### src/rtl/sig_status_pkg.sv
// Package: bit positions and constant masks of the status word.
// Assumes a fixed 16-bit word; positions are decoded by host software.
package sig_status_pkg;
    localparam int STAT_W     = 16;
    localparam int BANK_W     = STAT_W - 2;   // sticky bits 14..1
    localparam int BIT_IRQ    = 15;
    localparam int BIT_SELC   = 13;
    localparam int BIT_CTCSS  = 11;
    localparam int BIT_DCS    = 10;
    localparam int BIT_ADC_HI = 9;
    localparam int BIT_ADC_LO = 8;
    localparam int BIT_TXEND  = 7;
    localparam int BIT_XFER   = 6;
    localparam int BIT_RATE   = 3;            // 2-bit field 4:3
    localparam int BIT_SYNC   = 1;            // 2-bit field 2:1
    localparam int BIT_PROG   = 0;

    // Reserved positions 14, 12 and 5
    localparam logic [STAT_W-1:0] RSVD_MASK = 16'h5020;
    // Tone bits 13, 11, 10 (forced low in transmit)
    localparam logic [STAT_W-1:0] TONE_MASK = 16'h2C00;
    // Transmit-only bit 7 (forced low in receive)
    localparam logic [STAT_W-1:0] TXEND_MASK = 16'h0080;

    typedef enum logic [1:0] {
        RATE_NONE = 2'b00,
        RATE_1200 = 2'b01,
        RATE_2400 = 2'b10,
        RATE_RSVD = 2'b11
    } rx_rate_e;
endpackage

### src/rtl/sig_status_map.sv
// Module: sig_status_map
// Turns raw event strobes into per-bit set and hold vectors for bits 14..1.
// Assumes strobes last one cycle; mode gating is applied here so the
// sticky bank stays generic.
module sig_status_map
    import sig_status_pkg::*;
(
    input  logic              tx_mode,
    input  logic              evt_selcall,
    input  logic              evt_ctcss,
    input  logic              evt_dcs,
    input  logic              evt_dcs_tail_on,
    input  logic              evt_dcs_tail_gone,
    input  logic              adc_above_hi,
    input  logic              adc_below_lo,
    input  logic              msk_last_sent,
    input  logic              msk_end_marker,
    input  logic              msk_xfer_req,
    input  logic              rx_frame_valid,
    input  logic [1:0]        rx_rate,
    input  logic [1:0]        rx_sync,
    output logic [BANK_W:1]   set_vec,
    output logic [BANK_W:1]   hold_vec
);
    logic [STAT_W-1:0] raw_set;
    logic [STAT_W-1:0] raw_hold;

    // Build the full-width set pattern, then drop reserved and edge bits.
    always_comb begin
        raw_set = '0;
        raw_set[BIT_SELC]   = evt_selcall & ~tx_mode;
        raw_set[BIT_CTCSS]  = evt_ctcss & ~tx_mode;
        raw_set[BIT_DCS]    = (evt_dcs | evt_dcs_tail_on | evt_dcs_tail_gone) & ~tx_mode;
        raw_set[BIT_ADC_HI] = adc_above_hi;
        raw_set[BIT_ADC_LO] = adc_below_lo;
        raw_set[BIT_TXEND]  = tx_mode & msk_last_sent & msk_end_marker;
        raw_set[BIT_XFER]   = msk_xfer_req;
        raw_set[BIT_RATE +: 2] = rx_frame_valid ? rx_rate : RATE_NONE;
        raw_set[BIT_SYNC +: 2] = rx_frame_valid ? rx_sync : 2'b00;
        raw_set = raw_set & ~RSVD_MASK;
    end

    // Bits that the current mode forces to zero.
    always_comb begin
        raw_hold = tx_mode ? TONE_MASK : TXEND_MASK;
    end

    assign set_vec  = raw_set[BANK_W:1];
    assign hold_vec = raw_hold[BANK_W:1];
endmodule

### src/rtl/sig_sticky_bank.sv
// Module: sig_sticky_bank
// A row of sticky bits: set wins over both the clearing read and the
// mode hold, so a coincident event is never lost.
// Assumes clr is already qualified by the read enable.
module sig_sticky_bank #(
    parameter int N = 14
) (
    input  logic         clk,
    input  logic         rst_n,
    input  logic [N-1:0] set_vec,
    input  logic [N-1:0] hold_vec,
    input  logic         clr,
    output logic [N-1:0] q
);
    for (genvar i = 0; i < N; i++) begin : g_bit
        // Per-bit sticky register with set priority.
        always_ff @(posedge clk) begin
            if (!rst_n) q[i] <= 1'b0;
            else        q[i] <= set_vec[i] | (q[i] & ~clr & ~hold_vec[i]);
        end
    end
endmodule

### src/rtl/sig_prog_flag.sv
// Module: sig_prog_flag
// Programming handshake flag: high when idle, low from a programming
// write until the engine reports done. A write beats a coincident done.
module sig_prog_flag (
    input  logic clk,
    input  logic rst_n,
    input  logic wr_prog,
    input  logic done,
    output logic flag,
    output logic rise
);
    // Flag register; idle after reset.
    always_ff @(posedge clk) begin
        if (!rst_n)       flag <= 1'b1;
        else if (wr_prog) flag <= 1'b0;
        else if (done)    flag <= 1'b1;
    end

    // Completion that actually changes the flag.
    always_comb begin
        rise = done & ~flag & ~wr_prog;
    end
endmodule

### src/rtl/sig_irq_ctrl.sv
// Module: sig_irq_ctrl
// Summary interrupt flag and pin. Sets on any enabled bit setting; clears
// on a read unless a new enabled event arrives in the same cycle.
module sig_irq_ctrl #(
    parameter int N = 14
) (
    input  logic         clk,
    input  logic         rst_n,
    input  logic [N:1]   set_vec,
    input  logic         prog_rise,
    input  logic [N:0]   mask,
    input  logic         clr,
    input  logic         global_en,
    output logic         irq_flag,
    output logic         irq_n
);
    logic hit;

    // Any enabled bit setting this cycle.
    always_comb begin
        hit = (|(set_vec & mask[N:1])) | (prog_rise & mask[0]);
    end

    // Sticky summary flag with set priority.
    always_ff @(posedge clk) begin
        if (!rst_n) irq_flag <= 1'b0;
        else        irq_flag <= hit | (irq_flag & ~clr);
    end

    // Active-low pin gated by the global enable.
    always_comb begin
        irq_n = ~(irq_flag & global_en);
    end
endmodule

### src/rtl/sig_status_irq.sv
// Module: sig_status_irq (top)
// Clear-on-read status word with interrupt request. Reads return the
// word of the current cycle; the clear lands on the next edge.
// Assumes host_rd is a one-cycle strobe per read access.
module sig_status_irq
    import sig_status_pkg::*;
(
    input  logic              clk,
    input  logic              rst_n,
    input  logic              tx_mode,
    input  logic              power_en,
    input  logic              evt_selcall,
    input  logic              evt_ctcss,
    input  logic              evt_dcs,
    input  logic              evt_dcs_tail_on,
    input  logic              evt_dcs_tail_gone,
    input  logic              adc_above_hi,
    input  logic              adc_below_lo,
    input  logic              msk_last_sent,
    input  logic              msk_end_marker,
    input  logic              msk_xfer_req,
    input  logic              rx_frame_valid,
    input  logic [1:0]        rx_rate,
    input  logic [1:0]        rx_sync,
    input  logic              prog_done,
    input  logic              host_rd,
    input  logic              host_wr_prog,
    input  logic [STAT_W-2:0] evt_mask,
    input  logic              global_irq_en,
    output logic [STAT_W-1:0] status_rdata,
    output logic              irq_n
);
    logic [BANK_W:1]   set_vec;
    logic [BANK_W:1]   hold_vec;
    logic [BANK_W-1:0] bank_q;
    logic              read_clr;
    logic              prog_q;
    logic              prog_rise;
    logic              irq_flag;
    logic [STAT_W-1:0] stat_word;

    // A read only counts while the word is visible.
    always_comb begin
        read_clr = host_rd & power_en;
    end

    sig_status_map u_map (
        .tx_mode           (tx_mode),
        .evt_selcall       (evt_selcall),
        .evt_ctcss         (evt_ctcss),
        .evt_dcs           (evt_dcs),
        .evt_dcs_tail_on   (evt_dcs_tail_on),
        .evt_dcs_tail_gone (evt_dcs_tail_gone),
        .adc_above_hi      (adc_above_hi),
        .adc_below_lo      (adc_below_lo),
        .msk_last_sent     (msk_last_sent),
        .msk_end_marker    (msk_end_marker),
        .msk_xfer_req      (msk_xfer_req),
        .rx_frame_valid    (rx_frame_valid),
        .rx_rate           (rx_rate),
        .rx_sync           (rx_sync),
        .set_vec           (set_vec),
        .hold_vec          (hold_vec)
    );

    sig_sticky_bank #(.N(BANK_W)) u_bank (
        .clk      (clk),
        .rst_n    (rst_n),
        .set_vec  (set_vec),
        .hold_vec (hold_vec),
        .clr      (read_clr),
        .q        (bank_q)
    );

    sig_prog_flag u_prog (
        .clk     (clk),
        .rst_n   (rst_n),
        .wr_prog (host_wr_prog),
        .done    (prog_done),
        .flag    (prog_q),
        .rise    (prog_rise)
    );

    sig_irq_ctrl #(.N(BANK_W)) u_irq (
        .clk       (clk),
        .rst_n     (rst_n),
        .set_vec   (set_vec),
        .prog_rise (prog_rise),
        .mask      (evt_mask),
        .clr       (read_clr),
        .global_en (global_irq_en),
        .irq_flag  (irq_flag),
        .irq_n     (irq_n)
    );

    // Assemble the word and blank it when power is off.
    always_comb begin
        stat_word    = {irq_flag, bank_q, prog_q};
        status_rdata = power_en ? stat_word : '0;
    end
endmodule

### config.mk
export PLATFORM = sky130hd
export DESIGN_NAME = sig_status_irq
export DESIGN_NICKNAME = d
export VERILOG_FILES = /design/src/rtl/sig_status_pkg.sv /design/src/rtl/sig_status_map.sv /design/src/rtl/sig_sticky_bank.sv /design/src/rtl/sig_prog_flag.sv /design/src/rtl/sig_irq_ctrl.sv /design/src/rtl/sig_status_irq.sv
export SDC_FILE = /design/constraint.sdc
export NUM_CORES = 1
export LEC_CHECK = 0
export BUFFER_PORTS_ARGS = -buffer_cell sky130_fd_sc_hd__buf_2
export CORE_MARGIN = 4
export CORE_UTILIZATION = 40
export CTS_CLUSTER_SIZE = 14
export DETAILED_ROUTE_END_ITERATION = 10
export PLACE_DENSITY_LB_ADDON = 0.12
export SETUP_SLACK_MARGIN = 0.2
export SLEW_MARGIN = 20
export SYNTH_ARGS = -nofsm -noshare
export SYNTH_HDL_FRONTEND = slang
export SYNTH_SLANG_ARGS = --single-unit
### constraint.sdc
create_clock -name clk -period 1.6 [get_ports clk]
set_input_delay 0.08 -clock clk [delete_from_list [all_inputs] [get_ports clk]]
set_output_delay 0.08 -clock clk [all_outputs]
set_load 0.01 [all_outputs]
* After elaboration in Yosys (flattened, before gate mapping)
Cells that the tools add are included.
** Word-level totals
- Register bits :: 16
- Bits in latches :: 0
- Memory bits (writable) :: 0
- Bits in read-only memories :: 0
- Input bits :: 38
- Output and inout bits :: 17
- Memories :: 0
** Operators by class
- Add/sub/neg operators :: 0
- Multiply operators :: 0
- Divide/modulo/power cells :: 0
- Order comparisons :: 0
- Equality and inequality tests :: 0
- Shift-type cells :: 0
- Multiplexer cells :: 6
- Bitwise gates (word level) :: 74
- Reductions and logical operators :: 2
** Operators by type and width (count)
- 1-bit AND :: 39
- 1-bit NOT :: 18
- 16-bit two-way mux :: 1
- 1-bit bitwise OR :: 15
- 13-bit by 14-bit AND with 14-bit output :: 1
- 14-bit two-way mux :: 1
- 14-bit OR reduction :: 1
- 2-bit two-way mux :: 2
- 1-bit two-way mux :: 2
- 2-bit nonzero test :: 1
- 1-bit NOT (first input constant) :: 1

* Logic depth before layout (Yosys ltp)
- Depth in word-level cells :: 7
- Depth in mapped cells :: 4
- Gate-level depth less buffers :: 3

* Hierarchy
From an unflattened synthesis, not the netlist that was laid out.
** Unflattened totals
- Cells, all modules :: 110
- Area, all modules :: 1057.3 µm²
** Modules (own cells, without submodules)
- sig_sticky_bank :: times used 1, cells each 44, area an instance 556.8 µm², seq. area each 280.3 µm²
- sig_status_map :: times used 1, cells each 30, area an instance 202.7 µm², seq. area each 0.0 µm²
- sig_status_irq :: times used 1, cells each 18, area an instance 133.9 µm², seq. area each 0.0 µm²
- sig_irq_ctrl :: times used 1, cells each 14, area an instance 122.6 µm², seq. area each 20.0 µm²
- sig_prog_flag :: times used 1, cells each 4, area an instance 41.3 µm², seq. area each 20.0 µm²

* Worst setup path before layout
OpenSTA, ideal clock, no wires.
- Path type :: register to register
- Start :: register u_prog.flag
- End :: register u_irq.irq_flag
- Library setup time :: 0.125 ns
- Data arrival time :: 0.993 ns
- Data required time :: 1.475 ns
- Setup slack :: 0.482 ns
- Stages on the path, launching flop included :: 4
- Buffers on the path :: 0
- Clock period less this slack :: 1.118 ns
- Path through :: dfxtp_1 nor4bb_1 a211o_1 o41a_1
** Between the ends
- Word-level cells in the longest chain between the ends :: 6
** Ends and longest elaborated chain
- start: declaration :: line sig_prog_flag.sv:9 : output logic flag,
- start signal: assignment :: line sig_prog_flag.sv:14 : if (!rst_n) flag <= 1'b1;
- start signal: assignment :: line sig_prog_flag.sv:15 : else if (wr_prog) flag <= 1'b0;
- start signal: assignment :: line sig_prog_flag.sv:16 : else if (done) flag <= 1'b1;
- 1-bit NOT :: line sig_prog_flag.sv:21 : rise = done & ~flag & ~wr_prog;
- 1-bit AND (2 in a row) :: line sig_prog_flag.sv:21
- 1-bit AND :: line sig_irq_ctrl.sv:21 : hit = (|(set_vec & mask[N:1])) | (prog_rise & mask[0]);
- 1-bit bitwise OR :: line sig_irq_ctrl.sv:21
- 1-bit bitwise OR :: line sig_irq_ctrl.sv:27 : else irq_flag <= hit | (irq_flag & ~clr);
- end signal: assignment :: line sig_irq_ctrl.sv:27
- end: declaration :: line sig_irq_ctrl.sv:14 : output logic irq_flag,
Every way passes these cells.
A chain may end at the register's enable or synchronous reset.

* Worst setup path after layout
- Start :: input port host_wr_prog
- End :: register u_irq.irq_flag
** Between the ends
- Word-level cells in the longest chain between the ends :: 5
** Ends and longest elaborated chain
- start: declaration :: line sig_status_irq.sv:27 : input logic host_wr_prog,
- 1-bit NOT :: line sig_prog_flag.sv:21
- 1-bit AND :: line sig_prog_flag.sv:21
- 1-bit AND :: line sig_irq_ctrl.sv:21
- 1-bit bitwise OR :: line sig_irq_ctrl.sv:21
- 1-bit bitwise OR :: line sig_irq_ctrl.sv:27
Every way passes these cells.

==> flow_metrics.env <==
export IMPL_status="complete, no violations"
export IMPL_fin_setup_tns_ns=0
export IMPL_clock_skew_ns=0.00215
export IMPL_fin_crit_ns=1.24
export IMPL_min_from="evt_selcall"
export IMPL_cp_start_kind="input port"
export IMPL_reg2reg_from="u_prog.flag$_SDFFE_PN1P_"
export IMPL_ir_drop_v=0.000506
export IMPL_drt_pass1_iter_count=4
export IMPL_postRouteWirelength_um=1810
export IMPL_setup_viol=0
export IMPL_via_count=737
export IMPL_crit_fanout=2
export IMPL_arrival_ns=1.42
export IMPL_grt_start_max_net_pins=18
export IMPL_io_pins=55
export IMPL_hpwlAfterDp_um=1430
export IMPL_drc_errors=0
export IMPL_placed_cell_area_um2=973
export IMPL_endpoint_kind="flop"
export IMPL_final_layout_size_suffix_gt1_share_pct=43.2
export IMPL_fin_ws_ns=0.358
export IMPL_synth_seq_cells=16
export IMPL_grt_total_usage_pct=15.2
export IMPL_dieArea_mm2=0.00249
export IMPL_yosys_area_top_type_share_pct=45.6
export IMPL_max_clock_freq_mhz=805
export IMPL_overflow=0
export IMPL_wl_per_cell_um=12.2
export IMPL_synthCells=78
export IMPL_drtAntennaViolNets=0
export IMPL_drv_cap=0
export IMPL_gp_congestion=0.687
export IMPL_timing_final_crit_share_pct=77.6
export IMPL_cts_hold_buf=1
export IMPL_antenna_found_initial=0
export IMPL_syn_num_nets=116
export IMPL_ff2ff_path_depth=3
export IMPL_hold_end="u_bank.q[12]$_SDFF_PN0_"
export IMPL_slew_violations=0
export IMPL_via_per_inst=4.98
export IMPL_num_antenna_cells=0
export IMPL_start_util_pct=44.5
export IMPL_maxSlewHeadroom_pct=80.3
export IMPL_clock_latency_ns=0.28
export IMPL_cts_setup_buffers=0
export IMPL_ctsResizeCount=0
export IMPL_worstPathRequired_ns=1.77
export IMPL_design_area_mm2=0.00102
export IMPL_rrSetupSlack_ns=0.43
export IMPL_numPortBuffers=51
export IMPL_cts_max_level=1
export IMPL_holdPathStages=3
export IMPL_synth_distinct_cells=20
export IMPL_root_buffer="clkbuf_4"
export IMPL_grt_setup_unrepaired="no"
export IMPL_layout_nets=171
export IMPL_seq_area_frac_synth_pct=45.6
export IMPL_hold_viol_final=0
export IMPL_coreArea_mm2=0.00158
export IMPL_p_per_area_mw_per_mm2=819
export IMPL_yosysWarnings=0
export IMPL_synth_cell_area_um2=702
export IMPL_drt_iter0_markers=13
export IMPL_row_count=14
export IMPL_yosysTopAreaCell="dfxtp_1"
export IMPL_r2r_end="u_irq.irq_flag$_SDFF_PN0_"
export IMPL_syn_avg_cell_area_um2=9.00
export IMPL_crit_type="in -> reg"
export IMPL_worstPathCellList="dlygate4sd3_1 -> buf_2 -> nor4bb_1 -> a211o_1 -> o41a_1"
export IMPL_critPathBufInv=2
export IMPL_syn_to_final_growth_pct=45.3
export IMPL_path_clk_slew_ns=0.09
export IMPL_min_delay_path_class="in -> reg"
export IMPL_cts_sinks=16
export IMPL_max_slew_worst_pin_slew_ns=0.292
export IMPL_fp_dieW_um=49.9
export IMPL_dp_slack_ns=0.391
export IMPL_grt_pass1_vias=719
export IMPL_critical_path_max_stage_delay_ns=0.53
export IMPL_die_h_um=49.9
export IMPL_cts_tree="yes"
export IMPL_numCtsBuffers=3
export IMPL_grt_first_pass_wirelength_um=3020
export IMPL_synth_area_leaders="dfxtp_1 46%, and2_1 14%, a22oi_1 8.6%"
export IMPL_crit_family="compound AO/OA/AOI/OAI gates"
export IMPL_crit_path_top_delay_cell="dlygate4sd3_1"
export IMPL_clock_path_buffers=2
export IMPL_leakagePower_nw=0.532
-- sequential cells by signal, indices dropped and copies added (netlist names) --
signal,cells
u_bank.q,14
u_prog.flag,1
u_irq.irq_flag,1
-- worst min-delay path, cell delays in order --
cell	delay [ns]
buf_2	0.09
a21oi_1	0.03
nor2_1	0.07
-- cells in the mapped netlist --
master	count
a22oi_1	8
nor3b_1	1
clkbuf_1	3
nor2b_1	7
and3_1	3
a222oi_1	1
nor3_1	1
a21oi_1	6
nand2_1	3
o21ai_0	2
and4_1	1
a21boi_0	1
nor2_1	4
nand2b_1	1
o41a_1	1
nor4bb_1	1
and2_1	16
nand2_2	1
dfxtp_1	16
a211o_1	1
-- where the power goes --
group          switching, mW  internal, mW  total [mW]
registers            0.00911         0.418       0.427
logic                 0.0642        0.0765       0.141
clock network          0.129         0.138       0.267
-- area by class of cell --
type | instances | area (um2)
fillers | 149 | 557
multi-input cells | 59 | 370
flip-flops and latches | 16 | 320
repair buffers | 53 | 273
clock buffers | 4 | 36.3
well taps | 16 | 20.0
-- cell families (layout without fill, tap and decap cells) --
logic type	after synthesis	count (layout)	synth area share, %
DFF	16	16	45.6
and+or+nand+nor	39	39	33.2
buffers and inverters	3	57	1.60
AOI/OAI and AO/OA	20	20	19.6
-- worst max path at each step --
stage | endpoint | cells past startpoint | startpoint | slack, ns
2_1_floorplan | u_irq.irq_flag$_SDFF_PN0_ | 3 | u_prog.flag$_SDFFE_PN1P_ | 0.48
3_3_place_gp | u_irq.irq_flag$_SDFF_PN0_ | 4 | power_en | 0.40
3_5_place_dp | u_irq.irq_flag$_SDFF_PN0_ | 4 | power_en | 0.39
4_1_cts | u_irq.irq_flag$_SDFF_PN0_ | 5 | host_wr_prog | 0.37
5_1_grt | u_irq.irq_flag$_SDFF_PN0_ | 5 | host_wr_prog | 0.33
6_report | u_irq.irq_flag$_SDFF_PN0_ | 5 | host_wr_prog | 0.36
-- metal layers --
metal / share of wire (%) / vias to the layer above / global-route usage (%)
met3: 8.5 / 0 / 4.82
met2: 48 / 32 / 27.3
met4: 0 / 0 / 4.15
met5: 0 / - / 0
met1: 43 / 322 / 17.1
li1: - / 383 / -
-- stage by stage --
step,instances,power [mW],hold slack [ns],utilization [%]
floorplan,78,0.501,0.191,-
global placement,143,0.574,0.293,61.7
detailed placement,143,0.577,0.299,61.7
CTS,148,0.843,0.0192,64.7
global route,148,0.887,0.0202,64.7
finish,148,0.835,0.0236,64.7
-- cell usage in the layout, fill, tap and decap left out, drive strengths merged --
cell type,instances
a211o,1
nand2,4
a21boi,1
nor2b,7
o21ai,2
dfxtp,16
a22oi,8
and4,1
nand2b,1
o41a,1
and2,16
nor4bb,1
nor3,1
buf,52
clkbuf,4
a222oi,1
and3,3
a21oi,6
dlygate4sd3,1
nor2,4
nor3b,1
Note: power is estimated with default switching activity, not from simulation.
